==> src/rtl/branch_seq_pkg.sv <==
// Package: shared encoding constants and the decoded-instruction record.
// Assumes 48-bit instruction words and 24-bit addresses throughout.
package branch_seq_pkg;
    localparam int IW = 48;
    localparam int AW = 24;
    localparam int DW = 32;

    localparam logic [3:0] OP_NOP  = 4'd0;
    localparam logic [3:0] OP_COMP = 4'd1;
    localparam logic [3:0] OP_ALU  = 4'd2;
    localparam logic [3:0] OP_LDI  = 4'd3;
    localparam logic [3:0] OP_JUMP = 4'd4;
    localparam logic [3:0] OP_CALL = 4'd5;
    localparam logic [3:0] OP_RET  = 4'd6;

    localparam logic [3:0] CC_ALWAYS = 4'd0;
    localparam logic [3:0] CC_EQ     = 4'd1;
    localparam logic [3:0] CC_NE     = 4'd2;
    localparam logic [3:0] CC_LT     = 4'd3;
    localparam logic [3:0] CC_GE     = 4'd4;
    localparam logic [3:0] CC_LE     = 4'd5;
    localparam logic [3:0] CC_GT     = 4'd6;

    localparam logic [1:0] FN_ADD  = 2'd0;
    localparam logic [1:0] FN_SUB  = 2'd1;
    localparam logic [1:0] FN_PASS = 2'd2;
    localparam logic [1:0] FN_MIN  = 2'd3;

    typedef struct packed {
        logic          is_comp;
        logic          is_alu;
        logic          is_ldi;
        logic          is_jump;
        logic          is_call;
        logic          is_ret;
        logic          bad;
        logic [3:0]    cond;
        logic          delayed;
        logic [1:0]    func;
        logic [3:0]    rd;
        logic [3:0]    rx;
        logic [3:0]    ry;
        logic [DW-1:0] imm;
        logic [AW-1:0] target;
    } dec_t;
endpackage

==> src/rtl/bs_decode.sv <==
// Module: bs_decode
// Splits an instruction word into fields and opcode strobes, and flags
// illegal encodings. Purely combinational; assumes the field layout of
// branch_seq_pkg.
module bs_decode
    import branch_seq_pkg::*;
(
    input  logic [IW-1:0] iw,
    output dec_t          dec
);
    logic [3:0] op;
    assign op = iw[47:44];

    // Field extraction, opcode strobes and legality check.
    always_comb begin
        dec         = '0;
        dec.cond    = iw[43:40];
        dec.delayed = iw[39];
        dec.func    = iw[38:37];
        dec.rd      = iw[35:32];
        dec.rx      = iw[31:28];
        dec.ry      = iw[27:24];
        dec.imm     = iw[31:0];
        dec.target  = iw[23:0];
        case (op)
            OP_NOP:  ;
            OP_COMP: dec.is_comp = 1'b1;
            OP_ALU:  dec.is_alu  = 1'b1;
            OP_LDI:  dec.is_ldi  = 1'b1;
            OP_JUMP: dec.is_jump = 1'b1;
            OP_CALL: dec.is_call = 1'b1;
            OP_RET:  dec.is_ret  = 1'b1;
            default: dec.bad     = 1'b1;
        endcase
        if (iw[43:40] > CC_GT) dec.bad = 1'b1;
        if (iw[36]) dec.bad = 1'b1;
        if (op == OP_LDI && iw[43:40] != CC_ALWAYS) dec.bad = 1'b1;
    end
endmodule

==> src/rtl/bs_cond_eval.sv <==
// Module: bs_cond_eval
// Tests a condition code against the zero and negative flags.
// Codes above the last defined one evaluate false (decode marks them illegal).
module bs_cond_eval
    import branch_seq_pkg::*;
(
    input  logic [3:0] cond,
    input  logic       fz,
    input  logic       fn,
    output logic       pass
);
    // Condition truth table.
    always_comb begin
        case (cond)
            CC_ALWAYS: pass = 1'b1;
            CC_EQ:     pass = fz;
            CC_NE:     pass = ~fz;
            CC_LT:     pass = fn;
            CC_GE:     pass = ~fn;
            CC_LE:     pass = fz | fn;
            CC_GT:     pass = ~fz & ~fn;
            default:   pass = 1'b0;
        endcase
    end
endmodule

==> src/rtl/bs_ret_stack.sv <==
// Module: bs_ret_stack
// Return-address stack of DEPTH entries. A push when full and a pop when
// empty leave the contents alone and set a sticky error. Assumes push and
// pop are never requested in the same cycle.
module bs_ret_stack #(
    parameter int DEPTH = 4,
    parameter int AW    = 24
) (
    input  logic          clk,
    input  logic          rst_n,
    input  logic          push,
    input  logic          pop,
    input  logic [AW-1:0] push_addr,
    output logic [AW-1:0] top_addr,
    output logic          empty,
    output logic          err
);
    localparam int CW = $clog2(DEPTH + 1);
    localparam int PW = (DEPTH > 1) ? $clog2(DEPTH) : 1;

    logic [AW-1:0] slot [DEPTH];
    logic [CW-1:0] cnt;
    logic          full;

    assign full     = (cnt == CW'(DEPTH));
    assign empty    = (cnt == '0);
    assign top_addr = slot[PW'(cnt - CW'(1))];

    // Occupancy count and sticky misuse flag.
    always_ff @(posedge clk) begin
        if (!rst_n) begin
            cnt <= '0;
            err <= 1'b0;
        end else if (push) begin
            if (full) err <= 1'b1;
            else      cnt <= cnt + CW'(1);
        end else if (pop) begin
            if (empty) err <= 1'b1;
            else       cnt <= cnt - CW'(1);
        end
    end

    // Entry storage, written on an accepted push.
    always_ff @(posedge clk) begin
        if (push && !full) slot[PW'(cnt)] <= push_addr;
    end
endmodule

==> src/rtl/bs_regfile.sv <==
// Module: bs_regfile
// Register file with two combinational read ports and one write port.
// All registers clear on reset.
module bs_regfile #(
    parameter int NREGS = 16,
    parameter int DW    = 32
) (
    input  logic                     clk,
    input  logic                     rst_n,
    input  logic                     we,
    input  logic [$clog2(NREGS)-1:0] waddr,
    input  logic [DW-1:0]            wdata,
    input  logic [$clog2(NREGS)-1:0] raddr_a,
    input  logic [$clog2(NREGS)-1:0] raddr_b,
    output logic [DW-1:0]            rdata_a,
    output logic [DW-1:0]            rdata_b
);
    logic [DW-1:0] mem [NREGS];

    assign rdata_a = mem[raddr_a];
    assign rdata_b = mem[raddr_b];

    // Clear on reset, otherwise perform the single write.
    always_ff @(posedge clk) begin
        if (!rst_n) begin
            for (int i = 0; i < NREGS; i++) mem[i] <= '0;
        end else if (we) begin
            mem[waddr] <= wdata;
        end
    end
endmodule

==> src/rtl/branch_seq.sv <==
// Module: branch_seq (top)
// Three-stage sequencer: fetch (pc register), decode latch and execute.
// Branches, flag updates, register writes and stack operations all take
// effect at the end of the execute cycle. Assumes instr_word returns the
// word at fetch_addr in the same cycle, and that no taken branch is placed
// in the delay slots of a delayed branch.
module branch_seq
    import branch_seq_pkg::*;
#(
    parameter int NREGS    = 16,
    parameter int RS_DEPTH = 4
) (
    input  logic                     clk,
    input  logic                     rst_n,
    output logic [AW-1:0]            fetch_addr,
    input  logic [IW-1:0]            instr_word,
    output logic                     exec_valid,
    output logic [AW-1:0]            exec_pc,
    output logic                     exec_illegal,
    output logic                     wr_en,
    output logic [$clog2(NREGS)-1:0] wr_idx,
    output logic [DW-1:0]            wr_data,
    output logic                     flag_z,
    output logic                     flag_n,
    output logic                     stack_err
);
    localparam int RIW = $clog2(NREGS);

    logic [AW-1:0] pc_q;
    logic          d_valid, e_valid;
    logic [IW-1:0] d_iw, e_iw;
    logic [AW-1:0] d_pc, e_pc;
    logic          fz_q, fn_q;

    dec_t          dec;
    logic          cond_ok, act;
    logic [DW-1:0] ra, rb, diff, alu_res, flag_src;
    logic          flag_we;
    logic          br_take, br_flush;
    logic [AW-1:0] br_tgt, push_addr, rs_top;
    logic          rs_empty, rs_push, rs_pop;

    bs_decode u_dec (.iw(e_iw), .dec(dec));

    bs_cond_eval u_cond (.cond(dec.cond), .fz(fz_q), .fn(fn_q), .pass(cond_ok));

    bs_regfile #(.NREGS(NREGS), .DW(DW)) u_rf (
        .clk(clk), .rst_n(rst_n),
        .we(wr_en), .waddr(wr_idx), .wdata(wr_data),
        .raddr_a(dec.rx[RIW-1:0]), .raddr_b(dec.ry[RIW-1:0]),
        .rdata_a(ra), .rdata_b(rb)
    );

    bs_ret_stack #(.DEPTH(RS_DEPTH), .AW(AW)) u_rs (
        .clk(clk), .rst_n(rst_n),
        .push(rs_push), .pop(rs_pop), .push_addr(push_addr),
        .top_addr(rs_top), .empty(rs_empty), .err(stack_err)
    );

    // An instruction acts only if live, legal and its condition holds.
    assign act  = e_valid && !dec.bad && cond_ok;
    assign diff = ra - rb;

    // Compute function select.
    always_comb begin
        case (dec.func)
            FN_ADD:  alu_res = ra + rb;
            FN_SUB:  alu_res = diff;
            FN_PASS: alu_res = ra;
            default: alu_res = ($signed(ra) < $signed(rb)) ? ra : rb;
        endcase
    end

    assign flag_we  = act && (dec.is_comp || dec.is_alu);
    assign flag_src = dec.is_comp ? diff : alu_res;

    assign wr_en   = act && (dec.is_alu || dec.is_ldi);
    assign wr_idx  = dec.rd[RIW-1:0];
    assign wr_data = dec.is_ldi ? dec.imm : alu_res;

    // Branch resolution; a return with an empty stack does not redirect.
    assign rs_push   = act && dec.is_call;
    assign rs_pop    = act && dec.is_ret;
    assign push_addr = e_pc + (dec.delayed ? AW'(3) : AW'(1));
    assign br_take   = act && (dec.is_jump || dec.is_call || (dec.is_ret && !rs_empty));
    assign br_tgt    = dec.is_ret ? rs_top : dec.target;
    assign br_flush  = br_take && !dec.delayed;

    // Fetch address register.
    always_ff @(posedge clk) begin
        if (!rst_n)       pc_q <= '0;
        else if (br_take) pc_q <= br_tgt;
        else              pc_q <= pc_q + AW'(1);
    end

    // Decode and execute stage registers with flush on a normal branch.
    always_ff @(posedge clk) begin
        if (!rst_n) begin
            d_valid <= 1'b0;
            e_valid <= 1'b0;
            d_iw    <= '0;
            e_iw    <= '0;
            d_pc    <= '0;
            e_pc    <= '0;
        end else begin
            d_valid <= !br_flush;
            d_iw    <= instr_word;
            d_pc    <= pc_q;
            e_valid <= d_valid && !br_flush;
            e_iw    <= d_iw;
            e_pc    <= d_pc;
        end
    end

    // Status flags.
    always_ff @(posedge clk) begin
        if (!rst_n) begin
            fz_q <= 1'b0;
            fn_q <= 1'b0;
        end else if (flag_we) begin
            fz_q <= (flag_src == '0);
            fn_q <= flag_src[DW-1];
        end
    end

    assign fetch_addr   = pc_q;
    assign exec_valid   = e_valid;
    assign exec_pc      = e_pc;
    assign exec_illegal = e_valid && dec.bad;
    assign flag_z       = fz_q;
    assign flag_n       = fn_q;
endmodule

==> config.mk <==
export PLATFORM = sky130hd
export DESIGN_NAME = branch_seq
export DESIGN_NICKNAME = d
export VERILOG_FILES = /design/src/rtl/branch_seq_pkg.sv /design/src/rtl/bs_decode.sv /design/src/rtl/bs_cond_eval.sv /design/src/rtl/bs_ret_stack.sv /design/src/rtl/bs_regfile.sv /design/src/rtl/branch_seq.sv
export SDC_FILE = /design/constraint.sdc
export NUM_CORES = 1
export LEC_CHECK = 0
export BUFFER_PORTS_ARGS = -buffer_cell sky130_fd_sc_hd__clkbuf_2
export CAP_MARGIN = 20
export CORE_ASPECT_RATIO = 1.1
export CORE_MARGIN = 4
export CORE_UTILIZATION = 35
export DETAILED_ROUTE_END_ITERATION = 10
export PLACE_DENSITY = 0.59
export SLEW_MARGIN = 30
export SYNTH_ARGS = -nofsm -noshare
export SYNTH_HDL_FRONTEND = slang
export SYNTH_SLANG_ARGS = --single-unit
export TNS_END_PERCENT = 1
==> constraint.sdc <==
create_clock -name clk -period 8.94 [get_ports clk]
set_input_delay 1.788 -clock clk [delete_from_list [all_inputs] [get_ports clk]]
set_output_delay 1.788 -clock clk [all_outputs]
set_load 0.01 [all_outputs]
Word-level counts from Yosys, hierarchy flattened --
Memories as Yosys holds them, arrays and structs flattened. A register that Yosys moved wholly into a read port is not among the register bits. Index checks and enable logic that the tools add are counted.
Word-level totals: register bits after elaboration 176, memories 2, output and inout port bits 90, memory bits (writable) 608, input bits 50, word-level logic and storage cells 114
Operators by class: mux-type cells 37, eq/ne operators 18, reduce and logical (&&, ||, !) cells 34, order comparisons 2, bitwise logic cells 4, $add $sub $neg 6
Memories:
- u_rf.mem | depth 16, bits a word 32, read ports 2, clocked after memory_dff 2, wr ports 16, RTL line bs_regfile.sv:18 | logic [DW-1:0] mem [NREGS];
- u_rs.slot | depth 4, bits a word 24, read ports 1, clocked after memory_dff 0, wr ports 1, RTL line bs_ret_stack.sv:21 | logic [AW-1:0] slot [DEPTH];
Operators with widths (count):
- $mux 32 | 4
- $pmux 32 s3 | 1
- $mux 24 | 2
- $add 32x32->32 | 1
- $logic_not 32->1 | 1
- $lt 32x32->1 | 1
- $reduce_or 32->1 | 1
- $sub 32x32->32 | 1
- $add 24x1->24 const B | 1
- $add 24x2->24 | 1
- $eq 4x3->1 const B | 6
- $mux 1 | 21
- $eq 4x2->1 const B | 4
- $logic_and 1x1->1 | 13
- $mux 3 | 4
- $mux 4 | 3
- $eq 4x1->1 const B | 2
- $logic_not 4->1 | 2
- $pmux 1 s7 | 1
- $reduce_or 7->1 | 1
- $reduce_and 3->1 | 2
- $logic_not 1->1 | 5
- $gt 4x3->1 const B | 1
- $logic_or 1x1->1 | 4
- 15 further kinds | 18

Longest topological paths before layout --
Gate-level depths: netlist of run 1.
word-level depth 15, gate-level depth with buffers 23, depth with buffers taken out 17

By module --
Synthesis of run 1 repeated with hierarchy kept, for this count alone.
Unflattened totals: cells, all modules 3380, area, all modules 42573.3 um^2
Modules (own cells, without submodules):
- bs_regfile | cells an instance 1687, area an instance 26529.2 um^2, times used 1, sequential area each 15374.7 um^2
- branch_seq | cells an instance 1436, area an instance 11541.1 um^2, times used 1, sequential area each 3443.3 um^2
- bs_ret_stack | cells an instance 160, area an instance 3793.6 um^2, times used 1, sequential area each 2962.8 um^2
- bs_decode | cells an instance 90, area an instance 660.6 um^2, times used 1, sequential area each 0.0 um^2
- bs_cond_eval | cells an instance 7, area an instance 48.8 um^2, times used 1, sequential area each 0.0 um^2

Worst setup path before layout of run 1 --
OpenSTA, ideal clock, no wires.
path kind register -> output, from reg, netlist name e_iw[24], to out wr_data[28], setup slack 1625 ps, required time 7152 ps, buffers on the path 5, data arrival time 5527 ps, stages on the path, launching flop included 21, path through dfxtp_1 > clkbuf_1 > buf_4 > buf_2 > buf_2 > mux4_2 > mux4_2 > ha_1 > fa_1 > nor2b_1 > o311ai_0 > a21oi_1 > o31ai_1 > o41ai_1 > o211ai_1 > a31oi_1 > xor2_1 > a21boi_0 > mux2i_1 > clkbuf_1 > inv_1
RTL lines:
- end, declared | RTL line branch_seq.sv:22 | output logic [DW-1:0] wr_data,

==> results.toml, run 1 <==
[outcome]
status = "finished, final reports clean"

[synth]
synth_cell_types = 77
ys_warn_count = 0
synth_nets = 3245
synth.avg_cell_area_um2 = 12.96
synth_seq_area_share_pct = 53.87
yosys.area.top_type_share_pct = 45.16
yosysMostFrequentCell = "sky130_fd_sc_hd__nor2_1"
synth_edf_count = 608
synth_top_cells_by_count = "626 x sky130_fd_sc_hd__nor2_1, 608 x sky130_fd_sc_hd__edfxtp_1, 344 x sky130_fd_sc_hd__mux4_2"
ys_top_cells_by_area = "sky130_fd_sc_hd__edfxtp_1 45%, sky130_fd_sc_hd__mux4_2 19%, sky130_fd_sc_hd__dfxtp_1 8.7%"
synth_cells = 3120
synth-async-reset-ratio_pct = 0
synth_top_area_cell = "sky130_fd_sc_hd__edfxtp_1"
top_flip_flop_cell_by_instance_count_after_synthesis = "sky130_fd_sc_hd__edfxtp_1"
synth.ff_latch_count = 784
syn-cell-area_um2 = 40430

[grt]
initial_antenna_violation_count = 2
grt_overflow = 0
pin_count_of_the_biggest_net_entering_global_routing = 98
groute.usage.overall_pct = 21.60
wire_length_of_the_first_global_routing_pass_mm = 192.8
grt_pass1_vias = 27744

[finish]
final_nets = 3344
regArea_um2 = 21810
final_util_pct = 40.25
areaGrowthSynthToFinish_pct = 13.98
filler_instances = 10779
final_layout_size_suffix_gt1_share_pct = 24.46
post_layout_nonfiller_instances = 4810
multi_input_comb_area_um2 = 17430

[clock_network]
tritoncts = "yes"
clock_insertion_delay_worst_skew_ns = 0.68
clock-root-buffer = "sky130_fd_sc_hd__clkbuf_16"
clock_sink_count = 784
cts_max_level = 3
number_of_buffers_inserted_for_hold_repair_after_clock_tree_synthesis = 0
clkSlewWorstSetupHoldPaths_ns = 0.06
post_cts.repair.setup_buffers = 0
tritoncts_buffers = 85
postCtsResizedCells = 0
clock_path_buffers = 3

[sta]
finalCriticalPeriod_ns = 8.491
finalSetupTns_ns = 0
finalSetupViolCount = 0
layout_setup_ws_ns = 0.4490
slew_viol_final = 0
max_freq_mhz = 117.8
maxSlewHeadroom_pct = 37.68
hold_viol_final = 0
fin_crit_sh_pct = 94.98
clock-skew-final_ns = 0.04649
grt_setup_unrepaired = "no"
worstMarginPinSlew_ns = 0.9348

[pwr]
pwr_density_cell_nw_per_um2 = 204.7
ir_worst_vdd_mv = 0.1547
leakagePower_nw = 16.95
total_power_mw = 9.432

[detailed_routing]
drt_first_pass_iters = 6
drc = 0
wl_cell_um = 27.59
detail_route.wirelength_mm = 132.7
avgViaCountPerCell = 5.727
antenna_violating_nets_post_route = 0
drt_iter0_drc = 3363
routed-via-count = 27545

[setup_path]
critPathRequiredTime_ns = 7.15
worst-path-max-fanout = 23
reg2reg_from = "e_iw[28]"
worstSetupEndpointType = "primary output"
endpoint_arrival_time_on_the_critical_path_ns = 6.70
critical_path.startpoint_type = "register"
r2r.worst_path.cells = 19
critical_path.slowest_cell = "sky130_fd_sc_hd__a211oi_4"
crit_start = "e_iw[28]"
worstPathCellList = "buf_12 -> buf_4 -> buf_4 -> mux4_2 -> mux4_2 -> ha_1 -> a21oi_1 -> a21oi_1 -> a211oi_1 -> o211ai_1 -> a211oi_4 -> buf_12 -> mux2i_1 -> nor2_1 -> a21oi_1 -> nand2_1 -> o21ai_1 -> buf_4 -> inv_1 -> clkbuf_2"
cp_slowest_stage_delay_ns = 0.74
worstSetupPathType = "reg2out"

[run]
max_cap_viols = 0

[hold_path]
hold_start = "d_iw[19]"
number_of_instances_on_the_worst_hold_path = 1
hold_class = "reg2reg"

[floorplanning]
initial_utilization_pct = 35.31
floorplan.die.width_um = 332.1
design.die.area_um2 = 121000
design.portCount = 140
fp.dieH_um = 364.5
floorplan.core_area_um2 = 114500
core.rowCount = 130

[placement]
dpl.cell_count = 4650
placement.setup.worst_slack_ns = 1.046
numPortBuffers = 139
gp_congestion = 0.9591
detailed_place_hpwl_mm = 84.52
-- layout by cell type (no fill, tap or decap), types with 51 or more instances in the layout --
cell type | netlist | routed
sky130_fd_sc_hd__nor2_1 | 626 | 626
sky130_fd_sc_hd__edfxtp_1 | 608 | 608
sky130_fd_sc_hd__mux4_2 | 344 | 344
sky130_fd_sc_hd__dfxtp_1 | 176 | 166
sky130_fd_sc_hd__and2_1 | 155 | 155
sky130_fd_sc_hd__clkbuf_2 | 0 | 138
sky130_fd_sc_hd__buf_4 | 8 | 106
sky130_fd_sc_hd__inv_1 | 103 | 103
sky130_fd_sc_hd__a21oi_1 | 98 | 96
sky130_fd_sc_hd__clkbuf_16 | 0 | 89
sky130_fd_sc_hd__nand2_1 | 116 | 88
sky130_fd_sc_hd__xnor2_1 | 74 | 74
sky130_fd_sc_hd__ha_1 | 72 | 72
sky130_fd_sc_hd__mux2i_1 | 69 | 62
sky130_fd_sc_hd__nand3_1 | 56 | 51
-- path summary, 6_finish.rpt --
check / to / slack (ns)
worst max-delay path: wr_data[18] / 0.45
worst min-delay path: e_iw[19] / 0.43
worst max register to register: flag_z / 1.88
worst min register to register: e_iw[19] / 0.43
-- registers in the layout, indices dropped and copies added (netlist names) --
name,flops
flag_n,1
fetch_addr,24
d_pc,24
exec_valid,1
u_rs.err,1
u_rs.slot,96
flag_z,1
d_valid,1
d_iw,48
u_rf.mem,512
e_iw,48
exec_pc,24
u_rs.cnt,3
-- power by group --
part	internal (mW)	switching, mW
sequential	4.02	0.0839
combinational	0.603	1.14
clock	2.04	1.55
-- critical path, delay by kind of cell (launching register included) --
| family | cells | cell delay [ns] |
|---|---|---|
| adder cells (fa/ha/maj) | 1 | 0.48 |
| AO/OA/AOI/OAI | 7 | 1.90 |
| multiplexers | 3 | 1.26 |
| buffers and inverters | 7 | 1.53 |
| flip-flops | 1 | 0.63 |
| AND/OR/NAND/NOR | 2 | 0.15 |
-- stage by stage --
stage / area (um2) / hold WS, ns
4_1_cts: 46080 / 0.4274
3_5_place_dp: 43210 / 0.4169
5_1_grt: 46080 / 0.4399
6_report: 46090 / 0.4271
2_1_floorplan: 40430 / 0.4057
3_3_place_gp: 43200 / 0.4137
-- cell type report --
type,instances,share of cell area [%]
repair buffers,254,3.660
inverters,103,0.8389
clock inverters,47,0.9937
clock buffers,112,5.237
flip-flops and latches,784,47.32
well taps,1518,4.121
multi-input cells,1991,37.83
diodes,1,0.005430
-- kinds of logic after synthesis --
kind of cell,Yosys count,synth area share [%]
fa+ha+maj,75,2.377
buf+inv,345,3.454
compound gates,320,5.211
xor+xnor,98,2.123
simple gates,1084,12.07
flops,784,53.87
mux,414,20.90
-- metal layers --
layer | part of all wire (%) | vias up | global-route usage [%]
met5 | 0 | - | 0
met4 | 3.5 | 0 | 7.560
met3 | 8.8 | 252 | 3.924
met2 | 48 | 1389 | 36.20
met1 | 39 | 14095 | 28.34
li1 | - | 11809 | -
Power figures use the tool's default switching activity.
==> run 2, diff against run 1 <==
--- a/config.mk
+++ b/config.mk
@@ -10,6 +10,7 @@
 export CORE_ASPECT_RATIO = 1.1
 export CORE_MARGIN = 4
 export CORE_UTILIZATION = 35
+export CTS_BUF_LIST = sky130_fd_sc_hd__clkbuf_16
 export DETAILED_ROUTE_END_ITERATION = 10
 export PLACE_DENSITY = 0.59
 export SLEW_MARGIN = 30
==> constraint.sdc (replaced) <==
create_clock -name clk -period 8.94 [get_ports clk]
set_input_delay 2.235 -clock clk [delete_from_list [all_inputs] [get_ports clk]]
set_output_delay 2.235 -clock clk [all_outputs]
set_load 0.01 [all_outputs]
==> results.toml, run 2 (same netlist as run 1, synthesis figures left out) <==
[outcome]
status = "finished, final reports clean"

[pwr]
total_power_mw = 9.590
leakagePower_nw = 17.10
pwr_density_cell_nw_per_um2 = 207.3
ir_worst_vdd_mv = 0.1800

[finish]
final_nets = 3352
layout_common_cells = "626 x sky130_fd_sc_hd__nor2_1, 608 x sky130_fd_sc_hd__edfxtp_1, 344 x sky130_fd_sc_hd__mux4_2"
reg_top3 = "u_rf.mem x512, u_rs.slot x96"
final_layout_size_suffix_gt1_share_pct = 24.68
filler_instances = 10762
post_layout_nonfiller_instances = 4816
layout.cells.most_common = "sky130_fd_sc_hd__nor2_1"
areaGrowthSynthToFinish_pct = 14.43
top_register = "u_rf.mem"
largest_register_ff_count = 512
num_antenna_cells = 0
final_util_pct = 40.40

[sta]
maxSlewHeadroom_pct = 34.06
finalSetupViolCount = 0
final.hold.worst_slack_ns = 0.4247
hold_viol_final = 0
clock-skew-final_ns = 0.03143
finalCriticalPeriod_ns = 8.645
max_freq_mhz = 115.7
grt_setup_unrepaired = "yes"
finalSetupTns_ns = 0
fin_crit_sh_pct = 96.70
worstMarginPinSlew_ns = 0.9856
slew_viol_final = 0

[grt]
pin_count_of_the_biggest_net_entering_global_routing = 88
wire_length_of_the_first_global_routing_pass_mm = 191.8
grt_overflow = 0
initial_antenna_violation_count = 4
grt_pass1_vias = 27947
groute.usage.overall_pct = 21.44

[run]
max_cap_viols = 0

[setup_path]
worstSetupPathType = "reg2out"
critical_path.startpoint_type = "register"
endpoint_arrival_time_on_the_critical_path_ns = 6.41
worstSetupEndpointType = "primary output"
cpMostUsedCell = "sky130_fd_sc_hd__buf_4"
worst-path-max-fanout = 32
critPathRequiredTime_ns = 6.71
critical_path.slowest_cell = "sky130_fd_sc_hd__or4_1"
cp_slowest_stage_delay_ns = 0.57
worstPathCellList = "buf_12 -> buf_12 -> buf_4 -> mux4_2 -> mux4_2 -> inv_1 -> ha_1 -> and4_4 -> nand3_2 -> or4_1 -> a211oi_2 -> a211oi_4 -> buf_4 -> o211ai_1 -> o21ai_0 -> buf_4 -> nor2_1 -> a21oi_1 -> inv_1 -> clkbuf_2"

[floorplanning]
floorplan.die.width_um = 332.1
floorplan.core_area_um2 = 114500
design.die.area_um2 = 121000
initial_utilization_pct = 35.31
fp.dieH_um = 364.5
design.portCount = 140
core.rowCount = 130

[clock_network]
clock-root-buffer = "sky130_fd_sc_hd__clkbuf_16"
clock_insertion_delay_worst_skew_ns = 0.67
clock_sink_count = 784
cts_max_level = 3
clkSlewWorstSetupHoldPaths_ns = 0.06
clock_path_buffers = 3
tritoncts = "yes"
tritoncts_buffers = 85
post_cts.repair.setup_buffers = 0

[placement]
gp_congestion = 0.9472
detailed_place_hpwl_mm = 82.84
numPortBuffers = 139
dpl.cell_count = 4658

[detailed_routing]
drc = 0
antenna_violating_nets_post_route = 0
avgViaCountPerCell = 5.790
detail_route.wirelength_mm = 132.5
drt_first_pass_iters = 6
routed-via-count = 27883
wl_cell_um = 27.51
drt_iter0_drc = 3215

[hold_path]
hold_class = "reg2reg"
## run 2: where the power goes
group          total [mW]  switching, mW  internal (mW)
clock network        3.74           1.57           2.17
logic                1.75           1.14          0.611
registers            4.10         0.0814           4.02
total                9.59           2.79           6.80
## run 2: final timing paths
check / endpoint / cells after the start / startpoint / slack, ns
worst max-delay path: wr_data[22] / 20 / e_iw[24] / 0.30
worst max register to register: flag_z / 20 / e_iw[24] / 1.95
worst min register to register: exec_valid / 1 / d_valid / 0.42
worst min-delay path: exec_valid / 1 / d_valid / 0.42
## run 2: final cells by class
class	instances	area [um2]	share of cell area [%]
inverters	103	386.6	0.8357
flip-flops and latches	784	21810	47.13
multi-input cells	1991	17470	37.77
clock inverters	71	797.0	1.723
clock buffers	87	2177	4.706
well taps	1518	1899	4.105
repair buffers	262	1725	3.729
## run 2: metal layers
layer	up-vias	routed length [um]	global-route usage, %
met1	14241	52180	28.57
met4	6	4727	7.492
li1	11829	-	-
met2	1546	62960	35.25
met3	261	12580	4.136
met5	-	34	0
## run 2: critical path: cells and delay by family (launching register included)
kind / cells / cell delay, ns
DFF: 1 / 0.56
AOI/OAI and AO/OA: 5 / 0.84
muxes: 2 / 1.03
adders and majority gates: 1 / 0.40
buffers and inverters: 8 / 1.67
and+or+nand+nor: 4 / 1.15
## run 2: timing repair
action,CTS,global route
hold buffers,0,0
endpoints found under the setup margin,0,6
resized for setup,0,3
## run 2: metrics by stage
step,worst slack [ns],area (um2)
6_report,0.2950,46270
5_1_grt,-0.09163,46270
4_1_cts,0.2762,46250
3_5_place_dp,1.011,43280
3_3_place_gp,0.9857,43270
2_1_floorplan,1.178,40430
